`config.mk`:
```
export PLATFORM = sky130hd
export DESIGN_NAME = dram_refresh_sched
export DESIGN_NICKNAME = d
export VERILOG_FILES = /design/src/rtl/dram_refresh_sched.sv
export SDC_FILE = /design/constraint.sdc
export NUM_CORES = 1
export LEC_CHECK = 0
export ABC_AREA = 1
export BUFFER_PORTS_ARGS = -buffer_cell sky130_fd_sc_hd__buf_4
export CORE_ASPECT_RATIO = 1.4
export CORE_MARGIN = 3
export CORE_UTILIZATION = 40
export CTS_CLUSTER_SIZE = 25
export DETAILED_ROUTE_END_ITERATION = 8
export HOLD_SLACK_MARGIN = 0.12
export PLACE_DENSITY = 0.59
export REMOVE_ABC_BUFFERS = 1
export SYNTH_ARGS = -nofsm -noshare
export SYNTH_HDL_FRONTEND = slang
export SYNTH_SLANG_ARGS = --single-unit
```
`constraint.sdc`:
```
create_clock -name clk -period 4.4 [get_ports clk]
set_clock_uncertainty 0.05 [all_clocks]
set_input_delay 0.44 -clock clk [delete_from_list [all_inputs] [get_ports clk]]
set_output_delay 0.44 -clock clk [all_outputs]
set_load 0.05 [all_outputs]
```
`src/rtl/dram_refresh_sched.sv`:
```
module dram_refresh_sched #(
  parameter int ROWS     = 4096,
  parameter int INTERVAL = 1560,
  parameter int MAX_PEND = 8,
  localparam int ROW_W   = $clog2(ROWS)
) (
  input  logic             clk,
  input  logic             rst_n,
  input  logic             burst_mode,
  input  logic             ack,
  output logic             req,
  output logic [ROW_W-1:0] row_addr,
  output logic             window_done,
  output logic             overflow
);
  localparam int IC_W = $clog2(INTERVAL + 1);
  localparam int PD_W = $clog2(MAX_PEND + 1);
  localparam logic [ROW_W-1:0] LAST_ROW = ROW_W'(ROWS - 1);
  localparam logic [IC_W-1:0]  LAST_IC  = IC_W'(INTERVAL - 1);
  localparam logic [PD_W-1:0]  FULL     = PD_W'(MAX_PEND);

  logic [IC_W-1:0]  ic;
  logic [ROW_W-1:0] tc;
  logic [PD_W-1:0]  pend;

  logic tick, wtick, served, at_last, dem, fin;

  assign tick    = ic == LAST_IC;
  assign wtick   = tick && (tc == LAST_ROW);
  assign req     = pend != '0;
  assign served  = ack && req;
  assign at_last = row_addr == LAST_ROW;
  assign dem     = burst_mode ? wtick : tick;
  assign fin     = served && (!burst_mode || at_last);

  always_ff @(posedge clk) begin
    if (!rst_n) begin
      ic          <= '0;
      tc          <= '0;
      pend        <= '0;
      row_addr    <= '0;
      window_done <= 1'b0;
      overflow    <= 1'b0;
    end else begin
      ic <= tick ? '0 : ic + 1'b1;
      if (tick) tc <= (tc == LAST_ROW) ? '0 : tc + 1'b1;
      if (served) row_addr <= at_last ? '0 : row_addr + 1'b1;
      window_done <= served && at_last;
      if (dem && !fin) begin
        if (pend == FULL) overflow <= 1'b1;
        else              pend <= pend + 1'b1;
      end else if (fin && !dem) begin
        pend <= pend - 1'b1;
      end
    end
  end
endmodule


```
==> impl_metrics.env <==
export IMPL_synthMuxAreaShare=0.00504
export IMPL_avgSynthCellArea_um2=7.24
export IMPL_relSlewSlack=0.666
export IMPL_fmax_mhz=417
export IMPL_grt_start_max_net_pins=12
export IMPL_ff2ff_path_depth=16
export IMPL_drt_first_iter_violations=45
export IMPL_r2r_start="ic[0]"
export IMPL_hold_class="reg2reg"
export IMPL_fin_crit_ns=2.40
export IMPL_drc=0
export IMPL_antenna_cells=0
export IMPL_seq_area_frac_synth=0.414
export IMPL_final_common_cell="nand2_1"
export IMPL_synthAdderAreaFrac=0.0416
export IMPL_cts_tree="yes"
export IMPL_arrival_ns=2.57
export IMPL_status="completed"
export IMPL_final_util=0.489
export IMPL_nets=308
export IMPL_required_ns=4.57
export IMPL_grt_overflow=0
export IMPL_first_pass_iters=4
export IMPL_synth_async_sr_flop_share=0
export IMPL_start_kind="flop"
export IMPL_grt_pass1_vias=1604
export IMPL_wirelength_um=3920
export IMPL_synth_simple_area_share=0.345
export IMPL_viasPerCell=4.81
export IMPL_holdBufCountCts=0
export IMPL_synthFlopType="dfxtp_1"
export IMPL_routedWlPerCell_um=10.8
export IMPL_clock_latency_ns=0.28
export IMPL_synth_top_area_share=0.414
export IMPL_met3_usage=0.0403
export IMPL_power_switching_mw=0.131
export IMPL_pwr_share_clk=0.369
export IMPL_cts_root_buf="clkbuf_8"
export IMPL_cp_max_fo=5
export IMPL_syn2layout_area_growth_pct=14.5
export IMPL_mostFrequentLayoutCells="nand2_1, nor2_1, dfxtp_1, inv_1, a21oi_1"
export IMPL_synth_compound_gate_area_share=0.112
export IMPL_fin_crit_sh=0.545
export IMPL_final_cell_area_um2=2270
export IMPL_synthCells=274
export IMPL_synthXorXnorAreaFrac=0.0221
export IMPL_ys_ff_latch=41
export IMPL_numCtsBuffers=5
export IMPL_port_buffers=18
export IMPL_cp_startpoint="ic[0]"
export IMPL_cts_repair_resized=0
export IMPL_vias=1738
export IMPL_critPathKind="reg2reg"
export IMPL_grt_use_met2=0.281
export IMPL_synth_edf_count=0
export IMPL_start_util=0.427
export IMPL_comb_power_share=0.029
export IMPL_die_w_um=65.5
export IMPL_synth_area_leader_cell="dfxtp_1"
export IMPL_worst_r2r_setup_slack_ns=2.00
export IMPL_cap_violations=0
export IMPL_swShare=0.211
export IMPL_leakagePower_nw=0.872
export IMPL_clock_path_buffers=2
export IMPL_seq_power_share=0.602
export IMPL_busiest_layer="met2"
export IMPL_antenna_left=0
export IMPL_ys_types=35
export IMPL_ys_warn_count=0
export IMPL_synthTopCellsByArea="dfxtp_1, nand2_1, nor2_1"
export IMPL_postCtsSetupBuffers=0
export IMPL_end_kind="flop"
export IMPL_worst_pin_slew_ns=0.497
export IMPL_final_max_slew_viol_count=0
export IMPL_vdd_ir_drop_worst_uv=165
export IMPL_synth_top_family_by_area="simple AND/OR/NAND/NOR gates"
export IMPL_cts_sinks=41
export IMPL_p_per_area_nw_per_um2=274
export IMPL_grt_pass1_wl_um=6620
export IMPL_core_rowCount=29
export IMPL_die_area_um2=5850
export IMPL_drive_gt1_frac=0.154
export IMPL_antenna_found_initial=0
export IMPL_ioPinCount=19
export IMPL_setup_viol=0
export IMPL_tns_ns=0
export IMPL_fillCellCount=504
export IMPL_dp_hpwl_um=3050
export IMPL_r2r_end="pend[3]"
export IMPL_netlist_area_um2=1980
export IMPL_gp_congestion=0.791
export IMPL_grt_usage=0.146
export IMPL_placed_area_um2=2190
export IMPL_htreeDepth=2
export IMPL_fp_dieH_um=89.3
export IMPL_grt_setup_unrepaired="false"
export IMPL_internal_power_mw=0.492
export IMPL_hold_viol=0
export IMPL_crit_end="pend[3]"
export IMPL_grt_util_met1=0.146
export IMPL_clkTransAtPathRegs_ns=0.07
export IMPL_core_area_um2=4640
-- per-stage QoR --
| step | power (mW) | hold WS [ns] | cells | setup WS (ns) |
|---|---|---|---|---|
| final | 0.623 | 0.405 | 361 | 2.00 |
| after global routing | 0.647 | 0.405 | 361 | 1.71 |
| after CTS | 0.633 | 0.399 | 361 | 1.98 |
| after detailed placement | 0.402 | 0.392 | 353 | 2.00 |
| after global placement | 0.401 | 0.383 | 353 | 2.09 |
| after floorplan | 0.394 | 0.368 | 273 | 1.94 |
-- worst max-delay path, stage by stage (launching register included) --
cell     delay, ns
dfxtp_1       0.35
ha_1          0.20
nand2_1       0.07
nor2_2        0.15
nand3_4       0.12
a21oi_2       0.17
nand2_1       0.16
ha_1          0.35
nand2_1       0.08
nand2_1       0.04
a31oi_1       0.18
inv_1         0.06
nand2_1       0.08
nand2_1       0.05
nor2_1        0.09
nor2_1        0.04
nor2_1        0.09
-- layout make-up --
cell class | instances | area [um2] | area share
inverters | 31 | 116 | 0.0512
clock buffers | 8 | 80.1 | 0.0352
repair buffers | 18 | 135 | 0.0595
well taps | 62 | 77.6 | 0.0341
flip-flops and latches | 41 | 821 | 0.361
multi-input cells | 201 | 1040 | 0.459
-- routing by layer --
layer  wire (um)  vias to the layer above
li1            -                      941
met4          75                        0
met2        2020                       24
met3         131                        8
met5           0                        -
met1        1690                      765
-- synthesized netlist by cell type, types with 2 or more instances --
cell type and count:
o221a_2 2, nand4_1 2, nor3b_1 2, nor2_2 7
nand2_2 2, inv_2 6, o21ai_0 8, nand2_1 60
a211oi_1 2, nor2_1 48, inv_1 24, nor3_1 10
nor2_4 2, a21oi_1 19, ha_1 5, xor2_1 4
nand3_1 13, dfxtp_1 41
-- kinds of logic (layout without fill, tap and decap cells) --
| logic type | count (synthesis) | count (layout) |
|---|---|---|
| muxes | 1 | 1 |
| xor gates and xnor gates | 5 | 5 |
| buffers and inverters | 32 | 57 |
| AOI/OAI and AO/OA | 37 | 37 |
| and+or+nand+nor | 152 | 152 |
| DFF | 41 | 41 |
| adders and majority gates | 6 | 6 |
-- power by group through the flow --
stage	combinational, mW	clock, mW	sequential (mW)
after detailed placement	0.0184	0	0.383
after global routing	0.0209	0.252	0.375
final	0.0181	0.230	0.375
after CTS	0.0185	0.240	0.374
after floorplan	0.0110	0	0.383
after global placement	0.0182	0	0.383
-- how the worst min path moves through the flow --
stage | cells after the start | startpoint | end | slack [ns]
after floorplan | 1 | ic[0] | ic[0] | 0.37
after global routing | 3 | rst_n | tc[8] | 0.40
after detailed placement | 1 | ic[0] | ic[0] | 0.39
after global placement | 1 | ic[0] | ic[0] | 0.38
final | 1 | ic[0] | ic[0] | 0.41
after CTS | 3 | rst_n | tc[8] | 0.40
-- state kept, by name, summed over array words and instances, names as in the netlist --
register and cells:
pend 4, ic 11, row_addr 12, window_done 1, tc 12, overflow 1
(Power assumes the default switching activity.)
